**src/rtl/tid_filt_pkg.sv**
```systemverilog
package tid_filt_pkg;

    localparam logic [7:0] EVT_FILT_RD = 8'h41;
    localparam logic [7:0] EVT_FILT_WR = 8'h42;

    localparam logic [7:0] BURST_WIN = 8'h20;
    localparam logic [7:0] BYTE_WIN  = 8'h30;

    localparam int FILT_W   = 16;
    localparam int BYTES_W  = 16;
    localparam int NUM_CH   = 2;
    localparam int CH_RD    = 0;
    localparam int CH_WR    = 1;

    typedef struct packed {
        logic [FILT_W-1:0] keep;
        logic [FILT_W-1:0] ref_id;
    } filt_cfg_t;

    typedef enum logic {
        UNIT_BURST = 1'b0,
        UNIT_BYTE  = 1'b1
    } cnt_unit_e;

    typedef struct packed {
        logic               hit;
        logic [BYTES_W-1:0] bytes;
    } qual_t;

    function automatic logic id_hit(logic [FILT_W-1:0] id, filt_cfg_t cfg);
        return ((id ^ cfg.ref_id) & cfg.keep) == '0;
    endfunction

    function automatic logic [BYTES_W-1:0] burst_bytes(logic [7:0] len, logic [2:0] size);
        logic [BYTES_W-1:0] beats;
        beats = BYTES_W'(len) + BYTES_W'(1);
        return beats << size;
    endfunction

endpackage

```
**src/rtl/tid_chan_qual.sv**
```systemverilog
module tid_chan_qual
    import tid_filt_pkg::*;
#(
    parameter int ID_W = 16
) (
    input  logic            valid,
    input  logic            ready,
    input  logic [ID_W-1:0] id,
    input  logic [7:0]      len,
    input  logic [2:0]      size,
    input  filt_cfg_t       cfg,
    output qual_t           q
);
    logic [FILT_W-1:0] id_ext;

    always_comb begin
        id_ext  = FILT_W'(id);
        q.hit   = valid && ready && id_hit(id_ext, cfg);
        q.bytes = burst_bytes(len, size);
    end
endmodule

```
**src/rtl/tid_cnt_slot.sv**
```systemverilog
module tid_cnt_slot
    import tid_filt_pkg::*;
#(
    parameter int CNT_W = 32
) (
    input  logic             clk,
    input  logic             rst,
    input  logic [7:0]       code,
    input  cnt_unit_e        unit,
    input  qual_t            rd_q,
    input  qual_t            wr_q,
    output logic [CNT_W-1:0] burst_q,
    output logic [CNT_W-1:0] byte_q
);
    logic               on_rd;
    logic               on_wr;
    logic               step;
    logic [BYTES_W-1:0] step_bytes;

    always_comb begin
        on_rd      = (code == EVT_FILT_RD);
        on_wr      = (code == EVT_FILT_WR);
        step       = (on_rd && rd_q.hit) || (on_wr && wr_q.hit);
        step_bytes = on_rd ? rd_q.bytes : wr_q.bytes;
    end

    always_ff @(posedge clk) begin
        if (rst) begin
            burst_q <= '0;
            byte_q  <= '0;
        end else if (step) begin
            if (unit == UNIT_BYTE) begin
                byte_q <= byte_q + CNT_W'(step_bytes);
            end else begin
                burst_q <= burst_q + CNT_W'(1);
            end
        end
    end
endmodule

```
**src/rtl/tid_rd_win.sv**
```systemverilog
module tid_rd_win
    import tid_filt_pkg::*;
#(
    parameter int NUM_CNT = 4,
    parameter int CNT_W   = 32
) (
    input  logic [7:0]                    rd_addr,
    input  logic [NUM_CNT-1:0][CNT_W-1:0] burst_q,
    input  logic [NUM_CNT-1:0][CNT_W-1:0] byte_q,
    output logic [31:0]                   rd_data
);
    always_comb begin
        rd_data = '0;
        for (int n = 0; n < NUM_CNT; n++) begin
            if (rd_addr == BURST_WIN + 8'(4 * n)) begin
                rd_data = 32'(burst_q[n]);
            end
            if (rd_addr == BYTE_WIN + 8'(4 * n)) begin
                rd_data = 32'(byte_q[n]);
            end
        end
    end
endmodule

```
**src/rtl/tid_filt_counter.sv**
```systemverilog
module tid_filt_counter
    import tid_filt_pkg::*;
#(
    parameter int NUM_CNT = 4,
    parameter int CNT_W   = 32,
    parameter int ID_W    = 16
) (
    input  logic                 clk,
    input  logic                 rst,
    input  logic [31:0]          filt_cfg,
    input  logic                 enh_mode,
    input  logic [NUM_CNT*8-1:0] evt_sel,
    input  logic                 ar_valid,
    input  logic                 ar_ready,
    input  logic [ID_W-1:0]      ar_id,
    input  logic [7:0]           ar_len,
    input  logic [2:0]           ar_size,
    input  logic                 aw_valid,
    input  logic                 aw_ready,
    input  logic [ID_W-1:0]      aw_id,
    input  logic [7:0]           aw_len,
    input  logic [2:0]           aw_size,
    input  logic [7:0]           rd_addr,
    output logic [31:0]          rd_data
);
    localparam int CODE_W = 8;

    filt_cfg_t cfg;
    cnt_unit_e unit;

    logic [NUM_CH-1:0]           ch_valid;
    logic [NUM_CH-1:0]           ch_ready;
    logic [NUM_CH-1:0][ID_W-1:0] ch_id;
    logic [NUM_CH-1:0][7:0]      ch_len;
    logic [NUM_CH-1:0][2:0]      ch_size;
    qual_t                       ch_q [NUM_CH];

    logic [NUM_CNT-1:0][CNT_W-1:0] burst_q;
    logic [NUM_CNT-1:0][CNT_W-1:0] byte_q;

    always_comb begin
        cfg  = filt_cfg_t'(filt_cfg);
        unit = cnt_unit_e'(enh_mode);

        ch_valid[CH_RD] = ar_valid;
        ch_ready[CH_RD] = ar_ready;
        ch_id[CH_RD]    = ar_id;
        ch_len[CH_RD]   = ar_len;
        ch_size[CH_RD]  = ar_size;

        ch_valid[CH_WR] = aw_valid;
        ch_ready[CH_WR] = aw_ready;
        ch_id[CH_WR]    = aw_id;
        ch_len[CH_WR]   = aw_len;
        ch_size[CH_WR]  = aw_size;
    end

    for (genvar ch = 0; ch < NUM_CH; ch++) begin : g_chan
        tid_chan_qual #(
            .ID_W (ID_W)
        ) u_qual (
            .valid (ch_valid[ch]),
            .ready (ch_ready[ch]),
            .id    (ch_id[ch]),
            .len   (ch_len[ch]),
            .size  (ch_size[ch]),
            .cfg   (cfg),
            .q     (ch_q[ch])
        );
    end

    for (genvar n = 0; n < NUM_CNT; n++) begin : g_slot
        tid_cnt_slot #(
            .CNT_W (CNT_W)
        ) u_slot (
            .clk     (clk),
            .rst     (rst),
            .code    (evt_sel[n*CODE_W +: CODE_W]),
            .unit    (unit),
            .rd_q    (ch_q[CH_RD]),
            .wr_q    (ch_q[CH_WR]),
            .burst_q (burst_q[n]),
            .byte_q  (byte_q[n])
        );
    end

    tid_rd_win #(
        .NUM_CNT (NUM_CNT),
        .CNT_W   (CNT_W)
    ) u_win (
        .rd_addr (rd_addr),
        .burst_q (burst_q),
        .byte_q  (byte_q),
        .rd_data (rd_data)
    );
endmodule

```
**config.mk**
```make
export PLATFORM = sky130hd
export DESIGN_NAME = tid_filt_counter
export DESIGN_NICKNAME = d
export VERILOG_FILES = /design/src/rtl/tid_filt_pkg.sv /design/src/rtl/tid_chan_qual.sv /design/src/rtl/tid_cnt_slot.sv /design/src/rtl/tid_rd_win.sv /design/src/rtl/tid_filt_counter.sv
export SDC_FILE = /design/constraint.sdc
export NUM_CORES = 1
export LEC_CHECK = 0
export ABC_AREA = 1
export BUFFER_PORTS_ARGS = -buffer_cell sky130_fd_sc_hd__buf_4
export CORE_MARGIN = 2
export CORE_UTILIZATION = 55
export DETAILED_ROUTE_END_ITERATION = 7
export GPL_TIMING_DRIVEN = 0
export PLACE_DENSITY = 0.74
export SLEW_MARGIN = 25
export SYNTH_ARGS = -nofsm -noshare
export SYNTH_HDL_FRONTEND = slang
export SYNTH_SLANG_ARGS = --single-unit
```
**constraint.sdc**
```tcl
create_clock -name clk -period 3.75 [get_ports clk]
set_clock_uncertainty 0.15 [all_clocks]
set_input_delay 0.75 -clock clk [delete_from_list [all_inputs] [get_ports clk]]
set_output_delay 0.75 -clock clk [all_outputs]
set_load 0.01 [all_outputs]
```
; Word-level counts from Yosys, hierarchy flattened
; Cells that the tools add are included.
[op_classes]
addsub = 10
eq_ne = 16
shift = 2
muxes = 12
bitwise_logic = 5
reduce_logical = 26
[ops]
columns = operator, n
row1 = $mux W32, 8
row2 = $add A32 B1 Y32 const B, 4
row3 = $add A32 B16 Y32, 4
row4 = $eq A8 B6 Y1 const B, 8
row5 = $eq A8 B7 Y1 const B, 8
row6 = $mux W16, 4
row7 = $and A16 B16 Y16, 2
row8 = $logic_not A16 Y1, 2
row9 = $shl A16 B3 Y16, 2
row10 = $xor A16 B16 Y16, 2
row11 = $add A8 B1 Y9 const B, 2
row12 = $reduce_and A2 Y1, 8
row13 = $logic_and A1 B1 Y1, 12
row14 = $logic_or A1 B1 Y1, 4
row15 = $not A1 Y1, 1
[totals]
reg_bits = 256
output_inout_bits = 32

; Logic depth before layout (Yosys ltp)
[logic_depth]
ltp_word = 9
depth_mapped = 27
ltp_nobuf = 27

; Hierarchy
; Synthesis repeated with hierarchy kept, for this count alone.
[unflattened]
hier_cells = 4129
hier_area_um2 = 23523.8
[by_module_without_submodules]
columns = mod, instances, cells_each, area_per_inst_um2, seq_area_each_um2
row1 = tid_cnt_slot, 4, 828, 4916.0, 1281.2
row2 = tid_rd_win, 1, 481, 2185.8, 0.0
row3 = tid_chan_qual, 2, 168, 837.1, 0.0

; Worst setup path after synthesis
; Ideal clock, no wire load.
[synth_timing]
path_type = input port to flip-flop
startpoint = in evt_sel[3]
endpoint = reg g_slot[0].u_slot.byte_q[24]
setup_time_ns = 0.070
arrival_time_ns = 3.242
required_time_ns = 3.530
path_slack_ns = 0.287
cell_stages = 19
cell_sequence = or2_1 -> nor2_1 -> and3_1 -> clkbuf_1 -> inv_1 -> clkbuf_1 -> nand2_1 -> o21ai_0 -> ha_1 -> fa_1 -> nand3_1 -> nand3_1 -> nand2_1 -> nand3_1 -> nand3_1 -> nand3_1 -> nand2_1 -> nand3_2 -> a21oi_1
[synth_via]
elab_chain_cells = 4
word_cells_on_any_way = 8
classes_between = add/sub (1) / eq/ne (2) / mux (1) / reduce/logical (4)
[synth_lines]
columns = item, line_no
row1 = start: declaration, tid_filt_counter.sv:12  ; input logic [NUM_CNT*8-1:0] evt_sel,
row2 = "parallel branches: the longest is 4 deep, another holds $add A32 B16 Y32", --
row3 = end signal: assignment, tid_cnt_slot.sv:33  ; byte_q <= byte_q + CNT_W'(step_bytes);
row4 = end: declaration, tid_cnt_slot.sv:13  ; output logic [CNT_W-1:0] byte_q
; Several ways; the timed one is not identified.
; A chain may end at the register's enable or synchronous reset.

; Worst setup path in the final report
[layout_timing]
startpoint = in rd_addr[1]
endpoint = out rd_data[24]
[layout_via]
elab_chain_cells = 9
word_cells_on_any_way = 16
classes_between = eq/ne (8) / mux (8)
[layout_lines]
columns = item, line_no
row1 = start: declaration, tid_filt_counter.sv:23  ; input logic [7:0] rd_addr,
row2 = $eq A8 B6 Y1, tid_rd_win.sv:15  ; if (rd_addr == BURST_WIN + 8'(4 * n)) begin
row3 = $mux W32, tid_rd_win.sv:15
row4 = $mux W32, tid_rd_win.sv:18  ; if (rd_addr == BYTE_WIN + 8'(4 * n)) begin
row5 = $mux W32, tid_rd_win.sv:15
row6 = $mux W32, tid_rd_win.sv:18
row7 = $mux W32, tid_rd_win.sv:15
row8 = $mux W32, tid_rd_win.sv:18
row9 = $mux W32, tid_rd_win.sv:15
row10 = $mux W32 *, tid_rd_win.sv:18
row11 = end: declaration, tid_filt_counter.sv:24  ; output logic [31:0] rd_data
; Every way passes the cells marked *; elsewhere a longest branch is shown, timed or not.

==> flow_metrics.py <==
metrics = {
    "clocking": {
        "clkTransAtPathRegs_ns": 0.05,
        "htreeDepth": 2,
        "cts_buffers": 34,
        "cts.sinks": 256,
        "clock_latency_ns": 0.56,
        "clockBufferDepth": 3,
        "cts_root_buffer": "clkbuf_16",
        "cts_tree": "yes",
    },
    "worst_setup_path": {
        "crit_type": "in2out",
        "cp_max_fo": 10,
        "end_kind": "output port",
        "r2r-start": "g_slot[1].u_slot.byte_q[0]",
        "crit_required_ns": 2.85,
        "cp-start-kind": "input port",
        "critPathLaunch": "rd_addr[1]",
        "rr_worst_depth": 14,
        "arrival_ns": 2.79,
        "rrSetupSlack_ns": 1.12,
    },
    "logic_synthesis": {
        "yosys.area.top_type_share": 0.244,
        "yosysTopAreaCell": "nand2_1",
        "avgSynthCellArea_um2": 5.59,
        "syn-num-nets": 4542,
        "yosysSeqAreaShare": 0.212,
        "synth_area_leaders": "nand2_1 24%, dfxtp_1 21%, nand3_1 11%",
        "synthArstFlopShare": 0,
        "synthTopCellsByCount": "1,572 x nand2_1, 541 x nand3_1, 464 x inv_1",
        "synth_cell_types": 44,
        "synthCells": 4334,
        "synth_ff_type": "dfxtp_1",
        "synth_edf_count": 0,
        "synth-seq-cells": 256,
        "yosysMostFrequentCell": "nand2_1",
        "syn_area_mm2": 0.0242,
        "ys_warn_count": 0,
    },
    "finish": {
        "syn_to_final_growth_pct": 16.9,
        "regArea_mm2": 0.00512,
        "fin_util": 0.654,
        "antenna_cells": 0,
        "drive_gt1_frac": 0.114,
        "n_fill_cell": 4389,
        "multi_input_area_mm2": 0.0174,
        "layoutNonFillerInstCount": 5150,
        "final_nets": 4748,
    },
    "routing": {
        "via_per_inst": 5.81,
        "drt-initial-drc-count": 3628,
        "drcViolationCount": 9,
        "drt_wl_total_mm": 99.4,
        "vias": 29900,
        "firstDrtPassIters": 8,
        "drt.antenna.violating_nets": 0,
        "avgRoutedWirePerCell_um": 19.3,
    },
    "timing": {
        "worst_pin_slew_ns": 1.12,
        "hold_violations": 0,
        "max_freq_mhz": 271,
        "period_share": 0.984,
        "rsz0062_at_grt": "yes",
        "min_period_ns": 3.69,
        "slew_headroom": 0.254,
        "tns_ns": 0,
        "finalSetupViolCount": 0,
        "drv_slew": 0,
    },
    "power": {
        "power-per-cell-area_mw_per_mm2": 251,
        "peakVddDrop_mv": 0.425,
        "p_leak_nw": 12.4,
        "p_total_mw": 7.10,
    },
    "die": {
        "initial_utilization": 0.560,
        "die_w_um": 214,
        "io_pins": 165,
        "rows": 76,
        "core_mm2": 0.0433,
        "dieHeight_um": 214,
        "dieArea_mm2": 0.0457,
    },
    "flow_run": {
        "drv_cap": 0,
    },
    "grt": {
        "grt_max_degree": 14,
        "grt_antenna_before_repair": 1,
        "grt.total_usage": 0.425,
        "grt_pass1_wl_mm": 149,
        "grt_pass1_vias": 27000,
        "grt_remaining_overflow": 0,
    },
    "min_path": {
        "min_path_cells": 2,
        "hold_class": "reg2reg",
        "min-delay-start": "g_slot[0].u_slot.burst_q[28]",
    },
    "placement": {
        "gp_congestion": 1.07,
        "place_inst": 5083,
        "io_buffers": 164,
        "hpwlAfterDp_mm": 79.1,
    },
    "run_status": {
        "status": "finished with violations",
        "violations": "design-rule violations",
    },
}
-- through the flow --
| step | worst slack [ns] | hold slack [ns] | instance area (um^2) |
|---|---|---|---|
| after floorplan | 0.287 | 0.290 | 24200 |
| after global placement | -0.812 | 0.319 | 26200 |
| after detailed placement | -0.844 | 0.325 | 26200 |
| after CTS | 0.0168 | 0.332 | 27400 |
| after global routing | -0.0598 | 0.356 | 28300 |
| final | 0.0616 | 0.335 | 28300 |
-- flip-flops by register name, indices dropped and copies added (netlist names) --
| register | cells |
|---|---|
| g_slot.u_slot.burst_q | 128 |
| g_slot.u_slot.byte_q | 128 |
-- worst max-delay path: stages --
cell and delay [ns]:
buf_4 0.11, or2_2 0.34, nor3_2 0.20, and2_4 0.23, buf_2 0.20, nand2_1 0.10, o21ai_1 0.17, a21oi_1 0.17
nand4_1 0.28, nor2_1 0.07, nand2_1 0.06, buf_4 0.11
-- path summary, 6_finish.rpt --
check                                       to
hold / removal    g_slot[0].u_slot.burst_q[28]
setup / recovery                   rd_data[24]
setup reg to reg   g_slot[1].u_slot.byte_q[22]
hold reg to reg   g_slot[0].u_slot.burst_q[28]
-- layer usage --
metal  share of wire  global-route usage  up-vias
met3            0.11               0.105      341
met2            0.44               0.664     1580
met1            0.39               0.528    13600
li1                -                   -    14400
met5               0                   0        -
met4           0.066               0.256        0
-- cell type report --
| class | count | share of cell area |
|---|---|---|
| Tap cell | 585 | 0.0259 |
| Multi-Input combinational cell | 3440 | 0.615 |
| Clock buffer | 39 | 0.0322 |
| Timing Repair Buffer | 175 | 0.0464 |
| Buffer | 163 | 0.0288 |
| Sequential cell | 256 | 0.181 |
| Clock inverter | 22 | 0.00787 |
| Inverter | 470 | 0.0626 |
-- cell usage in the layout (no fill, tap or decap), types with 6 or more instances in the layout --
master,count
or2_1,6
nor2_2,26
o21ai_1,29
inv_1,462
o22ai_2,10
nand2_2,50
clkbuf_2,17
clkinvlp_4,7
dfxtp_1,256
nor3_2,7
xor2_1,116
and2_1,10
nand4_1,120
ha_1,42
buf_6,15
or2_2,7
o21ai_2,17
nor2_1,306
nor3_1,98
nand3_2,30
clkbuf_16,35
nand2_1,1527
o21ai_0,47
ha_2,7
buf_1,7
ha_4,22
buf_4,178
nand3_1,523
a21oi_1,299
xnor2_1,65
nand3b_1,9
clkinv_2,9
buf_2,35
clkbuf_1,86
-- power breakdown --
group / internal, mW / leakage (nW) / switching [mW]
combinational: 0.330 / 9.83 / 0.639
sequential: 2.72 / 2.06 / 0.00000905
clock: 1.97 / 0.550 / 1.44
-- cells by family after synthesis --
family	share of synthesized area
and+or+nand+nor	0.486
buffers and inverters	0.106
AOI/OAI and AO/OA	0.0905
DFF	0.212
xor gates and xnor gates	0.0655
adders and majority gates	0.0400
-- what timing repair did --
item	4_1_cts	5_1_grt
setup buffers	0	11
hold buffers	0	0
setup endpoints to repair	43	122
pin swaps	1	29
gates resized for setup	28	239
No activity file was read; power rests on OpenSTA's default activity.
